**src/rtl/bfc_pkg.sv**
```systemverilog
package bfc_pkg;

  localparam int BLK_W   = 4;
  localparam int NUM_BLK = 11;

  localparam logic [7:0] CMD_READ_ARRAY = 8'hFF;
  localparam logic [7:0] CMD_READ_ID    = 8'h90;
  localparam logic [7:0] CMD_READ_STAT  = 8'h70;
  localparam logic [7:0] CMD_CLEAR_STAT = 8'h50;
  localparam logic [7:0] CMD_ERASE_SET  = 8'h20;
  localparam logic [7:0] CMD_ERASE_GO   = 8'hD0;
  localparam logic [7:0] CMD_PROG_SET_A = 8'h10;
  localparam logic [7:0] CMD_PROG_SET_B = 8'h40;

  localparam int ST_READY = 7;
  localparam int ST_EFAIL = 5;
  localparam int ST_PFAIL = 4;
  localparam int ST_VLOW  = 3;
  localparam int ST_LOCK  = 1;

  typedef enum logic [1:0] {
    MODE_ARRAY  = 2'd0,
    MODE_STATUS = 2'd1,
    MODE_IDENT  = 2'd2
  } readMode_t;

  typedef struct packed {
    logic      modeEn;
    readMode_t mode;
    logic      clrErr;
    logic      failErase;
    logic      failProg;
    logic      flagSupply;
    logic      flagLock;
    logic      issueErase;
    logic      issueProg;
  } ctlStrobe_t;

endpackage

```
**src/rtl/bfc_ctrl.sv**
```systemverilog
module bfc_ctrl
  import bfc_pkg::*;
(
  input  logic       clk,
  input  logic       rpN,
  input  logic       ceN,
  input  logic       weN,
  input  logic       supplyOk,
  input  logic       isBoot,
  input  logic       unlockOk,
  input  logic [7:0] cmdByte,
  input  logic       arrDone,
  output ctlStrobe_t strb,
  output logic       busy
);

  typedef enum logic [1:0] {S_IDLE, S_ESETUP, S_PSETUP, S_BUSY} seqState_t;

  seqState_t state, stateNxt;
  logic wrPrev, wrNow, wrStrobe;
  logic opIsErase, dropSeen;

  assign wrNow    = !ceN && !weN;
  assign wrStrobe = wrNow && !wrPrev;
  assign busy     = (state == S_BUSY);

  always_comb begin
    strb     = '0;
    stateNxt = state;
    case (state)
      S_IDLE: if (wrStrobe) begin
        case (cmdByte)
          CMD_READ_ARRAY: begin strb.modeEn = 1'b1; strb.mode = MODE_ARRAY;  end
          CMD_READ_ID:    begin strb.modeEn = 1'b1; strb.mode = MODE_IDENT;  end
          CMD_READ_STAT:  begin strb.modeEn = 1'b1; strb.mode = MODE_STATUS; end
          CMD_CLEAR_STAT: strb.clrErr = 1'b1;
          CMD_ERASE_SET: begin
            strb.modeEn = 1'b1; strb.mode = MODE_STATUS; stateNxt = S_ESETUP;
          end
          CMD_PROG_SET_A, CMD_PROG_SET_B: begin
            strb.modeEn = 1'b1; strb.mode = MODE_STATUS; stateNxt = S_PSETUP;
          end
          default: ;
        endcase
      end
      S_ESETUP, S_PSETUP: if (wrStrobe) begin
        strb.modeEn = 1'b1;
        strb.mode   = MODE_STATUS;
        stateNxt    = S_IDLE;
        if (state == S_ESETUP && cmdByte != CMD_ERASE_GO) begin
          strb.failErase = 1'b1;
          strb.failProg  = 1'b1;
        end else if (!supplyOk) begin
          strb.flagSupply = 1'b1;
          strb.failErase  = (state == S_ESETUP);
          strb.failProg   = (state == S_PSETUP);
        end else if (isBoot && !unlockOk) begin
          strb.flagLock  = 1'b1;
          strb.failErase = (state == S_ESETUP);
          strb.failProg  = (state == S_PSETUP);
        end else begin
          strb.issueErase = (state == S_ESETUP);
          strb.issueProg  = (state == S_PSETUP);
          stateNxt        = S_BUSY;
        end
      end
      S_BUSY: if (arrDone) begin
        stateNxt = S_IDLE;
        if (dropSeen || !supplyOk) begin
          strb.flagSupply = 1'b1;
          strb.failErase  = opIsErase;
          strb.failProg   = !opIsErase;
        end
      end
      default: stateNxt = S_IDLE;
    endcase
  end

  always_ff @(posedge clk or negedge rpN) begin
    if (!rpN) begin
      state     <= S_IDLE;
      wrPrev    <= 1'b0;
      opIsErase <= 1'b0;
      dropSeen  <= 1'b0;
    end else begin
      state  <= stateNxt;
      wrPrev <= wrNow;
      if (strb.issueErase || strb.issueProg) begin
        opIsErase <= strb.issueErase;
        dropSeen  <= 1'b0;
      end else if (busy && !supplyOk) begin
        dropSeen <= 1'b1;
      end
    end
  end


  busy_hold_chk: assert property (@(posedge clk) disable iff (!rpN)
    (busy && !arrDone) |=> busy);


  busy_end_chk: assert property (@(posedge clk) disable iff (!rpN)
    (busy && arrDone) |=> !busy);

endmodule

```
**src/rtl/bfc_datapath.sv**
```systemverilog
module bfc_datapath
  import bfc_pkg::*;
#(
  parameter int ADDR_W   = 19,
  parameter int DATA_W   = 16,
  parameter bit TOP_BOOT = 1'b1
) (
  input  logic              clk,
  input  logic              rpN,
  input  ctlStrobe_t        strb,
  input  logic              busy,
  input  logic [ADDR_W-1:0] addr,
  input  logic [DATA_W-1:0] dataIn,
  input  logic [DATA_W-1:0] arrRdData,
  output logic [DATA_W-1:0] rdData,
  output logic              isBoot,
  output logic              arrProgReq,
  output logic              arrEraseReq,
  output logic [ADDR_W-1:0] arrAddr,
  output logic [DATA_W-1:0] arrData,
  output logic [BLK_W-1:0]  arrBlock
);

  localparam int unsigned FULL_SZ = 2 ** (ADDR_W - 3);
  localparam int unsigned BOOT_SZ = FULL_SZ / 8;
  localparam int unsigned PAR_SZ  = FULL_SZ / 16;
  localparam logic [ADDR_W-1:0] LIM_BOOT = ADDR_W'(BOOT_SZ);
  localparam logic [ADDR_W-1:0] LIM_PAR1 = ADDR_W'(BOOT_SZ + PAR_SZ);
  localparam logic [ADDR_W-1:0] LIM_PAR2 = ADDR_W'(BOOT_SZ + 2 * PAR_SZ);
  localparam logic [ADDR_W-1:0] LIM_MID  = ADDR_W'(FULL_SZ);
  localparam logic [BLK_W-1:0]  LAST_IDX = BLK_W'(NUM_BLK - 1);
  localparam logic [BLK_W-1:0]  BOOT_IDX = TOP_BOOT ? LAST_IDX : '0;
  localparam logic [7:0] MFR_CODE = 8'h89;
  localparam logic [7:0] DEV_HIGH = 8'h88;
  localparam logic [7:0] DEV_LOW  = TOP_BOOT ? 8'h9C : 8'h9D;

  logic [ADDR_W-1:0] mapAddr;
  logic [BLK_W-1:0]  rawIdx, blkIdx;
  readMode_t         mode;
  logic errErase, errProg, errSupply, errLock;
  logic [7:0]        statByte;
  logic [DATA_W-1:0] identWord;

  generate
    if (TOP_BOOT) begin : g_top
      assign mapAddr = ~addr;
      assign blkIdx  = LAST_IDX - rawIdx;
    end else begin : g_bottom
      assign mapAddr = addr;
      assign blkIdx  = rawIdx;
    end
  endgenerate

  always_comb begin
    if (mapAddr < LIM_BOOT)      rawIdx = BLK_W'(0);
    else if (mapAddr < LIM_PAR1) rawIdx = BLK_W'(1);
    else if (mapAddr < LIM_PAR2) rawIdx = BLK_W'(2);
    else if (mapAddr < LIM_MID)  rawIdx = BLK_W'(3);
    else rawIdx = BLK_W'(3) + {1'b0, mapAddr[ADDR_W-1 -: 3]};
  end

  assign isBoot = (blkIdx == BOOT_IDX);

  always_comb begin
    statByte           = '0;
    statByte[ST_READY] = !busy;
    statByte[ST_EFAIL] = errErase;
    statByte[ST_PFAIL] = errProg;
    statByte[ST_VLOW]  = errSupply;
    statByte[ST_LOCK]  = errLock;
  end

  assign identWord = addr[0] ? DATA_W'({DEV_HIGH, DEV_LOW}) : DATA_W'(MFR_CODE);

  always_comb begin
    if (busy || mode == MODE_STATUS) rdData = DATA_W'(statByte);
    else if (mode == MODE_IDENT)     rdData = identWord;
    else                             rdData = arrRdData;
  end

  always_ff @(posedge clk or negedge rpN) begin
    if (!rpN) begin
      mode      <= MODE_ARRAY;
      errErase  <= 1'b0;
      errProg   <= 1'b0;
      errSupply <= 1'b0;
      errLock   <= 1'b0;
    end else begin
      if (strb.modeEn) mode <= strb.mode;
      if (strb.clrErr) begin
        errErase  <= 1'b0;
        errProg   <= 1'b0;
        errSupply <= 1'b0;
        errLock   <= 1'b0;
      end else begin
        if (strb.failErase)  errErase  <= 1'b1;
        if (strb.failProg)   errProg   <= 1'b1;
        if (strb.flagSupply) errSupply <= 1'b1;
        if (strb.flagLock)   errLock   <= 1'b1;
      end
    end
  end

  always_ff @(posedge clk or negedge rpN) begin
    if (!rpN) begin
      arrProgReq  <= 1'b0;
      arrEraseReq <= 1'b0;
      arrAddr     <= '0;
      arrData     <= '0;
      arrBlock    <= '0;
    end else begin
      arrProgReq  <= strb.issueProg;
      arrEraseReq <= strb.issueErase;
      if (strb.issueProg || strb.issueErase) begin
        arrAddr  <= addr;
        arrData  <= dataIn;
        arrBlock <= blkIdx;
      end
    end
  end


  req_onehot_chk: assert property (@(posedge clk) disable iff (!rpN)
    $onehot0({arrProgReq, arrEraseReq}));


  clr_err_chk: assert property (@(posedge clk) disable iff (!rpN)
    strb.clrErr |=> !(errErase || errProg || errSupply || errLock));

endmodule

```
**src/rtl/bootflash_cmd.sv**
```systemverilog
module bootflash_cmd
  import bfc_pkg::*;
#(
  parameter int ADDR_W   = 19,
  parameter int DATA_W   = 16,
  parameter bit TOP_BOOT = 1'b1
) (
  input  logic              clk,
  input  logic              rpN,
  input  logic              hvUnlock,
  input  logic              ceN,
  input  logic              oeN,
  input  logic              weN,
  input  logic              wpN,
  input  logic              supplyOk,
  input  logic [ADDR_W-1:0] addr,
  input  logic [DATA_W-1:0] dataIn,
  output logic [DATA_W-1:0] dataOut,
  output logic              dataOe,
  input  logic [DATA_W-1:0] arrRdData,
  input  logic              arrDone,
  output logic              arrProgReq,
  output logic              arrEraseReq,
  output logic [ADDR_W-1:0] arrAddr,
  output logic [DATA_W-1:0] arrData,
  output logic [BLK_W-1:0]  arrBlock
);

  ctlStrobe_t strb;
  logic busy, isBoot;

  bfc_ctrl u_ctrl (
    .clk      (clk),
    .rpN      (rpN),
    .ceN      (ceN),
    .weN      (weN),
    .supplyOk (supplyOk),
    .isBoot   (isBoot),
    .unlockOk (wpN || hvUnlock),
    .cmdByte  (dataIn[7:0]),
    .arrDone  (arrDone),
    .strb     (strb),
    .busy     (busy)
  );

  bfc_datapath #(.ADDR_W(ADDR_W), .DATA_W(DATA_W), .TOP_BOOT(TOP_BOOT)) u_dp (
    .clk         (clk),
    .rpN         (rpN),
    .strb        (strb),
    .busy        (busy),
    .addr        (addr),
    .dataIn      (dataIn),
    .arrRdData   (arrRdData),
    .rdData      (dataOut),
    .isBoot      (isBoot),
    .arrProgReq  (arrProgReq),
    .arrEraseReq (arrEraseReq),
    .arrAddr     (arrAddr),
    .arrData     (arrData),
    .arrBlock    (arrBlock)
  );

  assign dataOe = rpN && !ceN && !oeN && weN;

  localparam logic [BLK_W-1:0] BOOT_IDX_TOP = TOP_BOOT ? BLK_W'(NUM_BLK - 1) : '0;


  boot_unlock_chk: assert property (@(posedge clk) disable iff (!rpN)
    ((arrProgReq || arrEraseReq) && arrBlock == BOOT_IDX_TOP) |-> $past(wpN || hvUnlock));


  supply_req_chk: assert property (@(posedge clk) disable iff (!rpN)
    (arrProgReq || arrEraseReq) |-> $past(supplyOk));

endmodule

```
**config.mk**
```make
export PLATFORM = sky130hd
export DESIGN_NAME = bootflash_cmd
export DESIGN_NICKNAME = d
export VERILOG_FILES = /design/src/rtl/bfc_pkg.sv /design/src/rtl/bfc_ctrl.sv /design/src/rtl/bfc_datapath.sv /design/src/rtl/bootflash_cmd.sv
export SDC_FILE = /design/constraint.sdc
export NUM_CORES = 1
export LEC_CHECK = 0
export ABC_AREA = 1
export BUFFER_PORTS_ARGS = -buffer_cell sky130_fd_sc_hd__buf_2
export CAP_MARGIN = 30
export CORE_UTILIZATION = 45
export CTS_CLUSTER_SIZE = 14
export DETAILED_ROUTE_END_ITERATION = 6
export PLACE_DENSITY = 0.76
export SLEW_MARGIN = 10
export SYNTH_ARGS = -nofsm -noshare
export SYNTH_HDL_FRONTEND = slang
export SYNTH_SLANG_ARGS = --single-unit
```
**constraint.sdc**
```tcl
create_clock -name clk -period 3 [get_ports clk]
set_clock_uncertainty 0.05 [all_clocks]
set_input_delay 0.3 -clock clk [delete_from_list [all_inputs] [get_ports clk]]
set_output_delay 0.3 -clock clk [all_outputs]
set_load 0.01 [all_outputs]
```
* After elaboration in Yosys (flattened, before gate mapping)
Cells that the tools add are included.
** Storage, ports and cells
- Flip-flop bits (word level) :: 52
- Bits of input ports :: 60
- Output and inout port bits :: 58
- Word-level logic and storage cells :: 113
** Operators by class
- Add/sub/neg operators :: 2
- Magnitude comparators :: 4
- Equal/unequal tests :: 18
- Muxes and demuxes :: 44
- Bitwise logic cells :: 1
- Reduce and logical (&&, ||, !) cells :: 30
** Operators by type and width (number)
- two-way mux 16 bit :: 3
- less-than comparator 19 x 14 -> 1 bit (second input constant) :: 2
- == test 8 x 7 -> 1 bit (second input constant) :: 3
- two-way mux 4 bit :: 6
- two-way mux 2 bit :: 10
- less-than comparator 19 x 15 -> 1 bit (second input constant) :: 1
- less-than comparator 19 x 17 -> 1 bit (second input constant) :: 1
- NOT 19 bit :: 1
- == test 8 bit (second input constant) :: 2
- two-way mux 3 bit :: 5
- two-way mux 1 bit :: 14
- case mux 3 bit (2 select lines) :: 2
- nonzero test 2 bit :: 5
- case mux 3 bit (3 select lines) :: 1
- == test 8 x 5 -> 1 bit (second input constant) :: 1
- == test 8 x 6 -> 1 bit (second input constant) :: 1
- logical AND 1 bit :: 8
- zero test 1 bit :: 8
- inequality test 8 bit (second input constant) :: 1
- == test 2 bit (second input constant) :: 3
- two-way mux 6 bit :: 1
- case mux 2 bit (3 select lines) :: 1
- adder 2 x 3 -> 4 bit (first input constant) :: 1
- == test 2 x 1 -> 1 bit (second input constant) :: 2
- other kinds (11) :: 16

* Depth between registers and ports, before layout
Gate-level depths: netlist of the first run.
- Depth in word-level cells :: 16
- Gate-level depth with buffers :: 18
- Gate-level depth less buffers :: 18

* Hierarchy
Synthesis of the first run repeated with hierarchy kept, for this count alone.
** Unflattened totals
- Cells, all modules :: 390
- Area total of the unflattened synthesis :: 2831.5 um2
** By module, submodules not included
- bfc_datapath :: times used 1, cells an instance 267, area each 2118.3 um2, sequential area each 1176.1 um2
- bfc_ctrl :: times used 1, cells an instance 117, area each 688.2 um2, sequential area each 125.1 um2
- bootflash_cmd :: times used 1, cells an instance 6, area each 25.0 um2, sequential area each 0.0 um2

* Least setup slack after synthesis of the first run
Ideal clock, no wire load.
- Path type :: input-to-reg
- From :: in addr[16]
- To :: reg u_dp.arrAddr[6]
- Library setup time :: 0.130 ns
- Arrival time :: 1.923 ns
- Required time :: 2.820 ns
- Setup slack :: 0.897 ns
- Stages :: 15
- Buffers on the path :: 1
- Cell sequence :: nand2_1 -> nor2_1 -> nand2_1 -> a21oi_1 -> inv_1 -> o22ai_1 -> ha_1 -> inv_1 -> nand4_1 -> nand2_1 -> nor2_1 -> nand3_2 -> o211ai_4 -> clkbuf_1 -> o21ai_0
** On the way
- Longest elaborated chain between the ends :: 15
- Elaborated cells on any way between the ends :: 19
- Those cells by class :: add/sub: 2; order compare: 4; eq/ne: 1; mux: 9; bitwise: 1; reduce/logical: 2
** RTL lines
- start, declared :: line bootflash_cmd.sv:16 : input logic [ADDR_W-1:0] addr,
- NOT 19 bit * :: line bfc_datapath.sv:46 : assign mapAddr = ~addr;
- less-than comparator 19 x 17 -> 1 bit / adder 2 x 3 -> 4 bit (equally long branches) :: line bfc_datapath.sv:58, bfc_datapath.sv:59
- two-way mux 4 bit :: line bfc_datapath.sv:58 : else if (mapAddr < LIM_MID) rawIdx = BLK_W'(3);
- two-way mux 4 bit :: line bfc_datapath.sv:57 : else if (mapAddr < LIM_PAR2) rawIdx = BLK_W'(2);
- two-way mux 4 bit :: line bfc_datapath.sv:56 : else if (mapAddr < LIM_PAR1) rawIdx = BLK_W'(1);
- two-way mux 4 bit * :: line bfc_datapath.sv:55 : if (mapAddr < LIM_BOOT) rawIdx = BLK_W'(0);
- subtractor 4 bit * :: line bfc_datapath.sv:47 : assign blkIdx = LAST_IDX - rawIdx;
- via u_dp.blkIdx[0] :: line bfc_datapath.sv:38 : logic [BLK_W-1:0] rawIdx, blkIdx;
- == test 4 bit * :: line bfc_datapath.sv:62 : assign isBoot = (blkIdx == BOOT_IDX);
- logical AND 1 bit * :: line bfc_ctrl.sv:57 : end else if (isBoot && !unlockOk) begin
- two-way mux 2 bit * :: line bfc_ctrl.sv:57
- two-way mux 3 bit * :: line bfc_ctrl.sv:53 : end else if (!supplyOk) begin
- two-way mux 4 bit * :: line bfc_ctrl.sv:50 : if (state == S_ESETUP && cmdByte != CMD_ERASE_GO) begin
- two-way mux 6 bit * :: line bfc_ctrl.sv:46 : S_ESETUP, S_PSETUP: if (wrStrobe) begin
- two-way mux 3 bit * :: line bfc_ctrl.sv:30 : case (state)
- logical OR 1 bit * :: line bfc_datapath.sv:114 : if (strb.issueProg || strb.issueErase) begin
- end signal, assigned :: line bfc_datapath.sv:115 : arrAddr <= addr;
- end, declared :: line bfc_datapath.sv:19 : output logic [ADDR_W-1:0] arrAddr,
Mark *: on every way through the listed nets, which the timed path passes. The rest lies on a longest branch.
A chain may end at the register's enable or synchronous reset.

* Worst setup path in the final report of the first run
- From :: reg u_ctrl.state[0]
- To :: out dataOut[0]
** On the way
- Longest elaborated chain between the ends :: 3
** RTL lines
- start, declared :: line bfc_ctrl.sv:19 : seqState_t state, stateNxt;
- start signal, assigned :: line bfc_ctrl.sv:86 : state <= stateNxt;
- == test 2 bit :: line bfc_ctrl.sv:25 : assign busy = (state == S_BUSY);
- logical OR 1 bit :: line bfc_datapath.sv:76 : if (busy || mode == MODE_STATUS) rdData = DATA_W'(statByte);
- two-way mux 16 bit :: line bfc_datapath.sv:76
- end, declared :: line bootflash_cmd.sv:18 : output logic [DATA_W-1:0] dataOut,
No other way between the ends.

==> flow_summary.json, run 1 <==
{
  "status": "complete, no violations",
  "arrival_ps": 2040,
  "ys_ff_latch": 52,
  "cap_violations": 0,
  "synth_edf_count": 0,
  "max_stage_delay_ps": 420,
  "max_freq_mhz": 419,
  "postSynthAreaPerCell_um2": 7.56,
  "globalRouteOverflowTotal": 0,
  "clockBufferDepth": 2,
  "grt.total_usage_pct": 20.8,
  "io_pins": 118,
  "cts.clk_slew.worst_paths_ps": 100,
  "syn-num-nets": 427,
  "tns_ps": 0,
  "placed_cell_area_um2": 3380,
  "ant_nets": 0,
  "ys_warn_count": 0,
  "hold_class": "in -> async",
  "critPathBufInv": 3,
  "grt_pass1_vias": 2386,
  "hold_viol": 0,
  "grt_pass1_wl_mm": 10.3,
  "die-height_um": 79.7,
  "start_util_pct": 47.9,
  "design.core.area_um2": 5680,
  "post_cts_buffers": 0,
  "dieWidth_um": 79.7,
  "fin_crit_ps": 2390,
  "path_cells": "ha_1, inv_1, nand2_1, inv_1, o21ai_0, a21oi_1, buf_2",
  "vias": 2601,
  "grt_max_degree": 53,
  "irDropWorstVdd_uv": 426,
  "r2r_slack_ps": 1050,
  "yosysSeqAreaShare_pct": 47.8,
  "cts.sinks": 52,
  "gp_congestion": 0.884,
  "clock_latency_ps": 310,
  "synth_cell_types": 26,
  "cp_slowest_cell": "dfrtp_1",
  "area_delta_synth_final_pct": 27.6,
  "synth-main-ff-cell": "dfrtp_1",
  "fill_cells": 545,
  "first_pass_iters": 4,
  "required_ps": 2650,
  "design_area_um2": 3470,
  "critPathMostFrequentCell": "inv_1",
  "diodes": 0,
  "tritoncts": "done",
  "drv_slew": 0,
  "nets": 545,
  "max_slew_margin_pct": 57.8,
  "cp_max_fo": 12,
  "numCtsBuffers": 5,
  "cts-root-buf": "clkbuf_8",
  "setup_viol": 0,
  "synth_area_um2": 2720,
  "wirelength_mm": 6.27,
  "finalCritPeriodShare_pct": 79.5,
  "syn_inst": 360,
  "cts_hold_buf": 0,
  "drive_above_1_share_pct": 28.2,
  "place_hpwl_mm": 4.85,
  "first_iter_violations": 102,
  "async_reset_ff_share_pct": 100,
  "io_buffers": 117,
  "drc": 0,
  "start_kind": "flip-flop",
  "viasPerCell": 4.72,
  "h-tree-depth": 2,
  "die_area_um2": 6360,
  "wire_per_inst_um": 11.4,
  "cts_resized": 0,
  "p_per_area_nw_per_um2": 769,
  "cellLeakagePower_nw": 2.12,
  "rsz0062_at_grt": "no",
  "crit_path_end_kind": "output pin",
  "row_count": 27,
  "crit_family": "buffers and inverters",
  "worstMarginPinSlew_ps": 632,
  "antenna_found_initial": 0,
  "worstSetupPathType": "reg -> out"
}
[state kept, by name (all words and copies together), names as in the netlist]
register and cells:
u_ctrl.dropSeen 1, u_ctrl.opIsErase 1, u_ctrl.state 2, u_ctrl.wrPrev 1
u_dp.arrAddr 19, u_dp.arrBlock 4, u_dp.arrData 16, u_dp.arrEraseReq 1
u_dp.arrProgReq 1, u_dp.errErase 1, u_dp.errLock 1, u_dp.errProg 1
u_dp.errSupply 1, u_dp.mode 2
[cell usage after synthesis (3+ instances only)]
cell type / count / area share, %
dfrtp_1: 52 / 48
ha_1: 7 / 3.2
o21ai_1: 15 / 2.8
nor3_1: 5 / 0.92
nand4_1: 4 / 0.92
buf_2: 3 / 0.55
nor2_1: 21 / 2.9
nand3_1: 18 / 3.3
a21oi_1: 8 / 1.5
clkbuf_1: 3 / 0.41
o21ai_0: 33 / 6.1
inv_1: 65 / 9.0
nand2_1: 108 / 15
[area by class of cell]
class                   instances  area, um^2  share of cell area [%]
repair buffers                121         628                    18.1
clock inverters                 3        22.5                   0.649
well taps                      72        90.1                    2.60
flip-flops and latches         52        1300                    37.5
clock buffers                   5        68.8                    1.98
inverters                      66         248                    7.14
multi-input cells             232        1110                    32.0
[routing by layer]
metal / up-vias / global-route usage, % / wire length, um
met3: 13 / 3.31 / 338
met5: - / 0 / 0
met4: 0 / 11.1 / 177
met2: 88 / 35.2 / 2940
li1: 1359 / - / -
met1: 1141 / 25.4 / 2810
[final timing paths]
| path | cells after the start | end | startpoint |
|---|---|---|---|
| min in group clk | 2 | u_ctrl.wrPrev$_DFF_PN0_ | weN |
| worst min register to register | 2 | u_dp.mode[1]$_DFFE_PN0P_ | u_dp.mode[1]$_DFFE_PN0P_ |
| worst max register to register | 9 | u_dp.arrData[4]$_DFFE_PN0P_ | u_ctrl.state[1]$_DFFE_PN0P_ |
| worst min-delay path | 2 | u_dp.arrData[8]$_DFFE_PN0P_ | rpN |
| max in group asynchronous | 2 | u_dp.arrData[15]$_DFFE_PN0P_ | rpN |
| worst max-delay path | 7 | dataOut[0] | u_ctrl.state[0]$_DFFE_PN0P_ |
[stage by stage]
step	hold slack, ps	power (mW)	setup slack (ps)	cells	utilization, %
floorplan	-45.6	1.79	897	360	-
CTS	96.1	2.70	617	551	61.2
global route	108	2.90	360	551	61.2
finish	89.1	2.67	614	551	61.2
detailed placement	414	2.29	339	543	59.5
global placement	412	2.25	503	543	59.5
[cell families after synthesis]
kind of cell	after synthesis	synth area share [%]
AO/OA/AOI/OAI	62	12.3
adder cells (fa/ha/maj)	7	3.22
buffers and inverters	76	11.3
flip-flops	52	47.8
AND/OR/NAND/NOR	163	25.4
[worst register-to-register path, stage by stage, from the launching register on]
cell and delay [ps]:
dfrtp_1 400, inv_1 80, ha_1 260, nand2_1 140, nand2_1 110, nor2_4 160, o211ai_4 220, buf_4 270
nand2_1 70, o21ai_0 80
[cells in the final DEF, fill, tap and decap left out, types with 3 or more instances in the layout]
master	instances
buf_2	117
nand2_1	108
inv_1	65
dfrtp_1	52
o21ai_0	33
nor2_1	21
nand3_1	18
o21ai_1	15
a21oi_1	8
ha_1	7
nor3_1	5
clkbuf_8	5
nand4_1	4
buf_4	3
[report_power, final]
| group | internal, mW | switching [mW] | total (mW) |
|---|---|---|---|
| combinational | 0.471 | 0.680 | 1.15 |
| sequential | 0.969 | 0.145 | 1.11 |
| clock | 0.167 | 0.237 | 0.405 |
| total | 1.61 | 1.06 | 2.67 |
Power figures use the tool's default switching activity.
==> run 2, diff against run 1 <==
- clock period: 3 -> 2.3 ns (I/O delays scaled with it)
==> flow_summary.json, run 2 (synthesis gave the netlist of run 1 again) <==
{
  "cp-startpoint": "u_ctrl.state[0]$_DFFE_PN0P_",
  "crit_family": "buffers and inverters",
  "max_slew_margin_pct": 56.3,
  "setup_viol": 0,
  "r2r_cells": 9,
  "h-tree-depth": 2,
  "first_iter_violations": 140,
  "antenna_found_initial": 0,
  "swShare_pct": 39.7,
  "cts_hold_buf": 0,
  "r2r_slack_ps": 500,
  "place_hpwl_mm": 4.90,
  "worstMarginPinSlew_ps": 655,
  "die_area_um2": 6360,
  "r2r-start": "u_ctrl.state[1]$_DFFE_PN0P_",
  "io_buffers": 117,
  "p_comb_share_pct": 43.4,
  "sequentialPowerShare_pct": 41.6,
  "p_int_mw": 2.11,
  "max_freq_mhz": 485,
  "fin_crit_ps": 2060,
  "cellLeakagePower_nw": 2.13,
  "r2r-end": "u_dp.arrAddr[10]$_DFFE_PN0P_",
  "largest_reg_flops": 19,
  "grt_pass1_wl_mm": 10.6,
  "final_cell_mix": "buf_2, nand2_1, inv_1, dfrtp_1, o21ai_0",
  "regMostFlops": "u_dp.arrAddr",
  "grt_max_degree": 53,
  "viasPerCell": 4.77,
  "critPathBufInv": 3,
  "row_count": 27,
  "fin_cells": 552,
  "drc": 0,
  "numCtsBuffers": 5,
  "area_delta_synth_final_pct": 28.3,
  "max_stage_delay_ps": 420,
  "finalCritPeriodShare_pct": 89.7,
  "p_per_area_nw_per_um2": 1000,
  "top_regs": "u_dp.arrAddr: 19 flops, u_dp.arrData: 16 flops, u_dp.arrBlock: 4 flops",
  "vias": 2633,
  "final_common_cell": "buf_2",
  "start_kind": "flip-flop",
  "hold_viol": 0,
  "post_cts_buffers": 0,
  "placed_cells": 544,
  "grt_pass1_vias": 2446,
  "clockBufferDepth": 2,
  "grt.total_usage_pct": 21.3,
  "rsz0062_at_grt": "no",
  "cp_max_fo": 8,
  "finalCoreUtilization_pct": 61.5,
  "wirelength_mm": 6.30,
  "dieWidth_um": 79.7,
  "wire_per_inst_um": 11.4,
  "path_cells": "ha_1, inv_1, nand2_1, inv_1, o21ai_0, a21oi_1, buf_2",
  "io_pins": 118,
  "globalRouteOverflowTotal": 0,
  "cap_violations": 0,
  "clkPwrFrac_pct": 15.0,
  "tritoncts": "done",
  "arrival_ps": 1780,
  "critPathMostFrequentCell": "inv_1",
  "cts-root-buf": "clkbuf_8",
  "tns_ps": 0,
  "irDropWorstVdd_uv": 512,
  "cts.sinks": 52,
  "nets": 546,
  "gp_congestion": 0.920,
  "worstSetupPathType": "reg -> out",
  "diodes": 0,
  "crit_path_end_kind": "output pin",
  "ant_nets": 0,
  "cts_resized": 0,
  "drv_slew": 0,
  "design.core.area_um2": 5680,
  "drive_above_1_share_pct": 28.3,
  "cp_slowest_cell": "dfrtp_1",
  "start_util_pct": 47.9,
  "first_pass_iters": 4,
  "die-height_um": 79.7,
  "critical_path_depth": 7,
  "cts.clk_slew.worst_paths_ps": 100,
  "net-switching-power_mw": 1.39,
  "status": "complete, no violations",
  "endpoint": "dataOut[0]",
  "hold_class": "in -> async",
  "clock_latency_ps": 300,
  "required_ps": 2020
}
[run 2: final cells by class]
class | instances | area [um^2]
Clock inverter | 2 | 16.3
Clock buffer | 6 | 72.6
Sequential cell | 52 | 1300
Timing Repair Buffer | 122 | 648
Multi-Input combinational cell | 232 | 1110
Inverter | 66 | 248
Fill cell | 502 | 2180
Tap cell | 72 | 90.1
[run 2: worst min-delay path by stage]
stage                     start                          end  slack [ps]  depth (start not counted)
after floorplan             rpN  u_ctrl.dropSeen$_DFFE_PN0P_        -120                          0
after global placement      weN      u_ctrl.wrPrev$_DFF_PN0_         360                          2
after detailed placement    weN      u_ctrl.wrPrev$_DFF_PN0_         360                          2
after CTS                   weN      u_ctrl.wrPrev$_DFF_PN0_          30                          2
after global routing        ceN      u_ctrl.wrPrev$_DFF_PN0_          40                          2
final                       rpN  u_dp.arrData[2]$_DFFE_PN0P_          30                          2
[run 2: metrics by stage]
stage               hold slack (ps)  area [um^2]  setup WS [ps]  power, mW
CTS                            28.7         3490            226       3.54
finish                         30.5         3490            237       3.50
global route                   36.2         3490           11.1       3.80
global placement                362         3400            111       2.94
floorplan                      -116         2720            267       2.33
detailed placement              361         3400          -62.0       3.01
[run 2: power by group through the flow]
stage / Combinational [mW] / Sequential, mW / Clock [mW]
after floorplan: 0.730 / 1.60 / 0
after global placement: 1.48 / 1.46 / 0
after detailed placement: 1.54 / 1.47 / 0
after CTS: 1.53 / 1.46 / 0.544
after global routing: 1.72 / 1.50 / 0.578
final: 1.52 / 1.46 / 0.525
[run 2: routing by layer]
| metal | up-vias | global-route usage [%] | routed length (um) |
|---|---|---|---|
| met5 | - | 0 | 0 |
| met4 | 0 | 7.68 | 91 |
| met3 | 6 | 3.89 | 340 |
| met2 | 83 | 38.4 | 3100 |
| met1 | 1182 | 25.3 | 2770 |
| li1 | 1362 | - | - |
[run 2: worst register-to-register path, stage by stage, from the launching register on]
cell and delay [ps]:
dfrtp_1 410, inv_1 80, ha_1 260, nand2_1 150, nand2_1 110, nor2_4 160
o211ai_4 120, buf_12 190, nand2_1 80, o21ai_0 80
